--- src/rtl/rcs_pkg.sv ---
// Shared constants and types for the reset cause tracker.
// Assumes: flag positions 0..8 match request positions; 9 and 10 are sleep and idle.
package rcs_pkg;
    localparam int NCAUSE = 9;
    localparam int NFLAG  = 11;

    localparam int F_POR    = 0;
    localparam int F_BOR    = 1;
    localparam int F_PIN    = 2;
    localparam int F_WDT    = 3;
    localparam int F_SWR    = 4;
    localparam int F_ILLOP  = 5;
    localparam int F_UNINIT = 6;
    localparam int F_TRAPC  = 7;
    localparam int F_CFGMM  = 8;
    localparam int F_SLEEP  = 9;
    localparam int F_IDLE   = 10;

    // Flags wiped by a power-on: everything except the two supply flags.
    localparam logic [NFLAG-1:0] POR_CLR_MASK = 11'b111_1111_1100;
    // Flags wiped by a brown-out: as above, but the pin flag survives.
    localparam logic [NFLAG-1:0] BOR_CLR_MASK = 11'b111_1111_1000;

    typedef enum logic [1:0] {
        PH_RUN   = 2'd0,
        PH_POR   = 2'd1,
        PH_START = 2'd2,
        PH_INT   = 2'd3
    } phase_e;
endpackage

--- src/rtl/rcs_req_class.sv ---
// Classifies the request vector into the delay class to start and the
// clock selection that follows it. Purely combinational.
// Assumes: power-on outranks brown-out, which outranks all other causes.
module rcs_req_class
    import rcs_pkg::*;
(
    input  logic [NCAUSE-1:0] req,
    input  logic              clk_switch_en,
    output logic              go_por,
    output logic              go_bor,
    output logic              go_int,
    output logic              any_req,
    output logic              cfg_sel
);
    logic [NCAUSE-1:0] minor_chain;

    // OR-chain over the causes that only use the internal-state segment.
    genvar g;
    generate
        for (g = 0; g < NCAUSE; g++) begin : g_minor
            if (g < F_PIN) begin : g_skip
                assign minor_chain[g] = 1'b0;
            end else if (g == F_PIN) begin : g_first
                assign minor_chain[g] = req[g];
            end else begin : g_rest
                assign minor_chain[g] = minor_chain[g-1] | req[g];
            end
        end
    endgenerate

    // Priority decode and clock-source choice.
    always_comb begin
        go_por  = req[F_POR];
        go_bor  = req[F_BOR] & ~req[F_POR];
        go_int  = minor_chain[NCAUSE-1] & ~req[F_POR] & ~req[F_BOR];
        any_req = |req;
        cfg_sel = ~clk_switch_en | req[F_POR] | req[F_BOR];
    end
endmodule

--- src/rtl/rcs_flag_bank.sv ---
// Sticky cause flags with per-flag set and clear events plus a software
// write port. Order inside one cycle: write, then hardware clears, then sets.
// Assumes: event inputs are single-cycle pulses synchronous to clk.
module rcs_flag_bank
    import rcs_pkg::*;
(
    input  logic              clk,
    input  logic              rst_n,
    input  logic [NCAUSE-1:0] req,
    input  logic              sleep_evt,
    input  logic              idle_evt,
    input  logic              wdt_clr_evt,
    input  logic              reg_we,
    input  logic [NFLAG-1:0]  reg_wdata,
    output logic [NFLAG-1:0]  flags
);
    logic [NFLAG-1:0] flags_q, base, clr, set, flags_d;

    // Next flag value from write data, clear events and set events.
    always_comb begin
        base = reg_we ? reg_wdata : flags_q;
        clr  = '0;
        if (req[F_POR]) clr = clr | POR_CLR_MASK;
        if (req[F_BOR]) clr = clr | BOR_CLR_MASK;
        if (sleep_evt | idle_evt | wdt_clr_evt) clr[F_WDT] = 1'b1;
        set  = {idle_evt, sleep_evt, req};
        flags_d = (base & ~clr) | set;
    end

    // Flag register; reset reflects a fresh power-on.
    always_ff @(posedge clk) begin
        if (!rst_n) flags_q <= NFLAG'(1) << F_POR;
        else        flags_q <= flags_d;
    end

    assign flags = flags_q;
endmodule

--- src/rtl/rcs_delay_seq.sv ---
// Three-segment release timer: power-on, start-up, internal-state.
// A start input reloads the timer at the first segment of its class.
// Assumes: every segment length is at least one cycle.
module rcs_delay_seq
    import rcs_pkg::*;
#(
    parameter int POR_CYCLES   = 200,
    parameter int START_CYCLES = 1000,
    parameter int INT_CYCLES   = 40
) (
    input  logic clk,
    input  logic rst_n,
    input  logic go_por,
    input  logic go_bor,
    input  logic go_int,
    output logic in_reset
);
    localparam int MAXC = (POR_CYCLES > START_CYCLES)
                        ? ((POR_CYCLES > INT_CYCLES) ? POR_CYCLES : INT_CYCLES)
                        : ((START_CYCLES > INT_CYCLES) ? START_CYCLES : INT_CYCLES);
    localparam int CW = $clog2(MAXC + 1);
    localparam logic [CW-1:0] POR_LD   = CW'(POR_CYCLES - 1);
    localparam logic [CW-1:0] START_LD = CW'(START_CYCLES - 1);
    localparam logic [CW-1:0] INT_LD   = CW'(INT_CYCLES - 1);

    phase_e        phase;
    logic [CW-1:0] cnt;

    // Phase and down-counter: reload on a start, otherwise count and advance.
    always_ff @(posedge clk) begin
        if (!rst_n) begin
            phase <= PH_POR;
            cnt   <= POR_LD;
        end else if (go_por) begin
            phase <= PH_POR;
            cnt   <= POR_LD;
        end else if (go_bor) begin
            phase <= PH_START;
            cnt   <= START_LD;
        end else if (go_int) begin
            phase <= PH_INT;
            cnt   <= INT_LD;
        end else if (phase != PH_RUN) begin
            if (cnt != '0) begin
                cnt <= cnt - 1'b1;
            end else begin
                case (phase)
                    PH_POR:   begin phase <= PH_START; cnt <= START_LD; end
                    PH_START: begin phase <= PH_INT;   cnt <= INT_LD;   end
                    default:  begin phase <= PH_RUN;   cnt <= '0;       end
                endcase
            end
        end
    end

    assign in_reset = (phase != PH_RUN);
endmodule

--- src/rtl/rst_cause_seq.sv ---
// Top of the reset cause tracker: joins the request classifier, flag bank
// and release timer, and holds the clock-source choice of the last reset.
// Assumes: requests are synchronous to clk; supply detection is elsewhere.
module rst_cause_seq
    import rcs_pkg::*;
#(
    parameter int POR_CYCLES   = 200,
    parameter int START_CYCLES = 1000,
    parameter int INT_CYCLES   = 40
) (
    input  logic              clk,
    input  logic              rst_n,
    input  logic [NCAUSE-1:0] req_i,
    input  logic              sleep_evt,
    input  logic              idle_evt,
    input  logic              wdt_clr_evt,
    input  logic              clk_switch_en,
    input  logic              reg_we,
    input  logic [NFLAG-1:0]  reg_wdata,
    output logic [NFLAG-1:0]  reg_rdata,
    output logic              sys_rst,
    output logic              clk_from_cfg
);
    logic go_por, go_bor, go_int, any_req, cfg_sel;
    logic cfg_q;

    rcs_req_class u_class (
        .req           (req_i),
        .clk_switch_en (clk_switch_en),
        .go_por        (go_por),
        .go_bor        (go_bor),
        .go_int        (go_int),
        .any_req       (any_req),
        .cfg_sel       (cfg_sel)
    );

    rcs_flag_bank u_flags (
        .clk         (clk),
        .rst_n       (rst_n),
        .req         (req_i),
        .sleep_evt   (sleep_evt),
        .idle_evt    (idle_evt),
        .wdt_clr_evt (wdt_clr_evt),
        .reg_we      (reg_we),
        .reg_wdata   (reg_wdata),
        .flags       (reg_rdata)
    );

    rcs_delay_seq #(
        .POR_CYCLES   (POR_CYCLES),
        .START_CYCLES (START_CYCLES),
        .INT_CYCLES   (INT_CYCLES)
    ) u_seq (
        .clk      (clk),
        .rst_n    (rst_n),
        .go_por   (go_por),
        .go_bor   (go_bor),
        .go_int   (go_int),
        .in_reset (sys_rst)
    );

    // Clock-source choice, captured whenever any request is seen.
    always_ff @(posedge clk) begin
        if (!rst_n)       cfg_q <= 1'b1;
        else if (any_req) cfg_q <= cfg_sel;
    end

    assign clk_from_cfg = cfg_q;
endmodule

--- config.mk ---
export PLATFORM = sky130hd
export DESIGN_NAME = rst_cause_seq
export DESIGN_NICKNAME = d
export VERILOG_FILES = /design/src/rtl/rcs_pkg.sv /design/src/rtl/rcs_req_class.sv /design/src/rtl/rcs_flag_bank.sv /design/src/rtl/rcs_delay_seq.sv /design/src/rtl/rst_cause_seq.sv
export SDC_FILE = /design/constraint.sdc
export NUM_CORES = 1
export LEC_CHECK = 0
export BUFFER_PORTS_ARGS = -buffer_cell sky130_fd_sc_hd__buf_2
export CAP_MARGIN = 40
export CORE_UTILIZATION = 46
export CTS_CLUSTER_DIAMETER = 120
export DETAILED_ROUTE_END_ITERATION = 16
export GPL_TIMING_DRIVEN = 0
export PLACE_DENSITY = 0.76
export SYNTH_ARGS = -nofsm -noshare
export SYNTH_HDL_FRONTEND = slang
export SYNTH_SLANG_ARGS = --single-unit
--- constraint.sdc ---
create_clock -name clk -period 1.9 [get_ports clk]
set_input_delay 0.285 -clock clk [delete_from_list [all_inputs] [get_ports clk]]
set_output_delay 0.285 -clock clk [all_outputs]
set_load 0.02 [all_outputs]
==> summary.txt <==
Routing
  • Vias per cell: 5.76
  • DR vias: 1376
  • WL per Instance: 14.2 um
  • DRC: 0
  • Routed Antenna Nets: 0
  • First DRT Iteration DRCs: 41
  • Drt pass-1 iters: 4
  • Routed WL: 3400 um

Logic synthesis
  • Syn Nets: 193
  • Yosys Warn Count: 0
  • Commonest cells in the netlist: 24 x dfxtp_1, 19 x nor2_1, 12 x mux2i_1
  • EDFF count, synth: 0
  • Post-synth top area share: 35.8%
  • Count leader, synth: dfxtp_1
  • Cell taking the most area after synthesis: dfxtp_1
  • Sequential fraction of the synthesis area: 35.8%
  • Synth Flop Type: dfxtp_1
  • Number of synthesized register bits: 24
  • FFs w/ async S/R, synth: 0%
  • Mapped Area: 1340 um2
  • Synth cell types: 36
  • Mapped Cells: 161
  • Main area contributors after synthesis: dfxtp_1 36%, mux2i_1 8.9%, nor2_1 5.3%, o21a_1 5.0%, ha_1 4.7%
  • Synthesized area per cell: 8.34 um2

Power and ir drop
  • Sw Ratio: 25.4%
  • Gate power share: 15.9%
  • Clock power share: 34.8%
  • Seq pwr share: 49.3%
  • P per Cell Area: 631 nW/um2
  • Net Switching: 0.278 mW
  • Int Pwr: 0.815 mW
  • Leakage power: 0.783 nW
  • Peak supply drop: 0.458 mV

Floorplan
  • Die Width: 56.0 um
  • DIE AREA: 3140 um2
  • Row count: 19
  • Die H: 56.0 um
  • # IOs: 40
  • Initial Util: 48.7%
  • Core footprint: 2760 um2

Layout
  • Layout area overhead: 28.9%
  • Fraction of layout cells with a size suffix above 1: 33.2%
  • Nets: 241
  • Final Util: 62.7%
  • Number of diodes: 0

Worst setup path
  • Crit path DAT: 2.21 ns
  • CP top delay family: simple AND/OR/NAND/NOR gates
  • WP buf/inv: 1
  • Crit start category: flip-flop
  • Required time worst endpoint: 2.16 ns
  • Crit path cell chain: inv_2 > ha_4 > or4b_4 > or3_4 > a211o_1 > o211ai_1
  • Worst path slowest cell: or4b_4
  • Max incr delay on CP: 0.50 ns
  • Critical Path End Type: flip-flop
  • Crit-path max FO: 6
  • Kind of critical path: reg -> reg

Global route
  • Total congestion overflow: 0
  • GRT Total Usage: 22.6%
  • First-pass GRT wire length: 5770 um
  • Initial antenna violation count: 0
  • Number of global-route vias before repair: 1365
  • GR peak layer: met2
  • Grt met2 use: 42.7%
  • GRT met1 Usage: 25.8%
  • Pin count of the biggest net entering global routing: 15
  • Met3 Usage GRT: 3.49%

Timing
  • Max-slew violation count: 0
  • Fin crit period: 1.95 ns
  • Hold Slack: 0.157 ns
  • Slew margin rel.: 52.4%
  • Clk_skew: 0.0138 ns
  • Worst Tran Pin Value: 0.714 ns
  • Final period util: 103%
  • Crit path setup slack, layout: -0.0529 ns
  • Final Hold Vio Count: 0
  • Setup Viol. Count Final: 3
  • RSZ-0062 raised after global routing: yes
  • Highest clock rate: 512 MHz

Run status
  • Outcome: complete, but fails checks
  • Failing checks: setup timing

Job
  • Max-cap violations: 0

Clock tree
  • Clk buf depth: 2
  • Root buffer cell: clkbuf_4
  • TritonCTS clock tree: built
  • Clock Latency Late Sink: 0.33 ns
  • Clk pin slew, worst setup/hold paths: 0.15 ns
  • Clock sink count: 24
  • CTS HTree Levels: 1
  • TritonCTS Buffers: 3

Worst hold path
  • Worst hold path class: in -> reg

Placement
  • Post-DP HPWL: 2480 um
  • Buffers on Ports: 39
  • Final RePlAce weighted congestion: 0.821
-- sequential cells by signal, summed over array words and instances (netlist names) --
name	count
clk_from_cfg	1
u_seq.cnt	10
u_flags.flags	11
u_seq.phase	2
-- power groups by stage --
| stage | clock network [mW] | registers [mW] | logic [mW] |
|---|---|---|---|
| after floorplan | 0 | 0.565 | 0.0827 |
| after global placement | 0 | 0.547 | 0.162 |
| after detailed placement | 0 | 0.548 | 0.167 |
| after CTS | 0.386 | 0.538 | 0.171 |
| after global routing | 0.401 | 0.541 | 0.191 |
| final | 0.381 | 0.538 | 0.173 |
-- kinds of logic after synthesis --
group	synth area share, %
buffers and inverters	5.96
muxes	9.79
AOI/OAI and AO/OA	22.5
DFF	35.8
and+or+nand+nor	21.3
adders and majority gates	4.66
-- path summary, 6_finish.rpt --
kind | slack [ns] | depth (start not counted) | startpoint | endpoint
hold reg to reg | 0.50 | 2 | u_flags.flags[0]$_SDFF_PN1_ | u_flags.flags[0]$_SDFF_PN1_
hold / removal | 0.16 | 3 | reg_wdata[0] | u_flags.flags[0]$_SDFF_PN1_
setup / recovery | -0.05 | 6 | u_seq.cnt[0]$_SDFFE_PP1P_ | u_seq.cnt[1]$_SDFFE_PP1P_
setup reg to reg | -0.05 | 6 | u_seq.cnt[0]$_SDFFE_PP1P_ | u_seq.cnt[1]$_SDFFE_PP1P_
-- per-layer routing --
metal  part of all wire, %  wire, um
met1                    42      1430
met2                    52      1750
met3                   4.9       167
met4                   1.5        51
met5                     0         0
-- placed cells by master (no fill, tap or decap), types with 2 or more instances in the layout --
cell type	netlist	final
a21oi_1	7	7
inv_1	8	6
o21a_1	9	9
nor4_1	5	2
nor4_2	0	2
buf_2	1	38
a211o_1	2	2
nand2_1	7	7
or4_1	4	3
buf_4	1	10
inv_2	0	2
nor2b_1	3	3
o31ai_1	3	2
o21ai_0	5	5
dfxtp_1	24	20
dfxtp_2	0	4
clkbuf_4	0	3
mux2i_1	12	12
nor2_1	19	19
or3_1	4	3
nor3_1	6	6
ha_1	5	4
clkbuf_1	7	5
o22ai_1	3	3
a31oi_1	8	8
nand3_1	2	2
o211ai_1	3	3
-- per-stage QoR --
step | total power, mW | instance area [um2] | worst slack [ns] | std cells | TNS (ns)
detailed placement | 0.716 | 1580 | -0.170 | 231 | -0.842
global route | 1.13 | 1730 | -0.122 | 239 | -0.391
finish | 1.09 | 1730 | -0.0529 | 239 | -0.107
global placement | 0.709 | 1580 | -0.169 | 231 | -0.732
floorplan | 0.648 | 1350 | -0.0689 | 161 | -0.218
CTS | 1.09 | 1690 | -0.0477 | 239 | -0.152
-- worst register-to-register path, delay by kind of cell, from the launching register on --
| kind | cells | cell delay, ns |
|---|---|---|
| buf+inv | 1 | 0.08 |
| fa+ha+maj | 1 | 0.12 |
| compound gates | 2 | 0.36 |
| simple gates | 2 | 0.96 |
| flops | 1 | 0.35 |
-- repair_timing --
action                     in CTS  in global routing
resized for setup               7                 11
pin swaps                       1                  2
hold buffers                    0                  0
buffers inserted                6                  1
setup endpoints to repair       8                 10
-- area by class of cell --
type | instances | area (um2)
flip-flops and latches | 24 | 485
repair buffers | 46 | 250
well taps | 31 | 38.8
inverters | 8 | 30.0
fillers | 243 | 1030
clock buffers | 3 | 22.5
plain buffers | 7 | 33.8
multi-input cells | 119 | 840
clock inverters | 1 | 30.0
(Power assumes the default switching activity.)
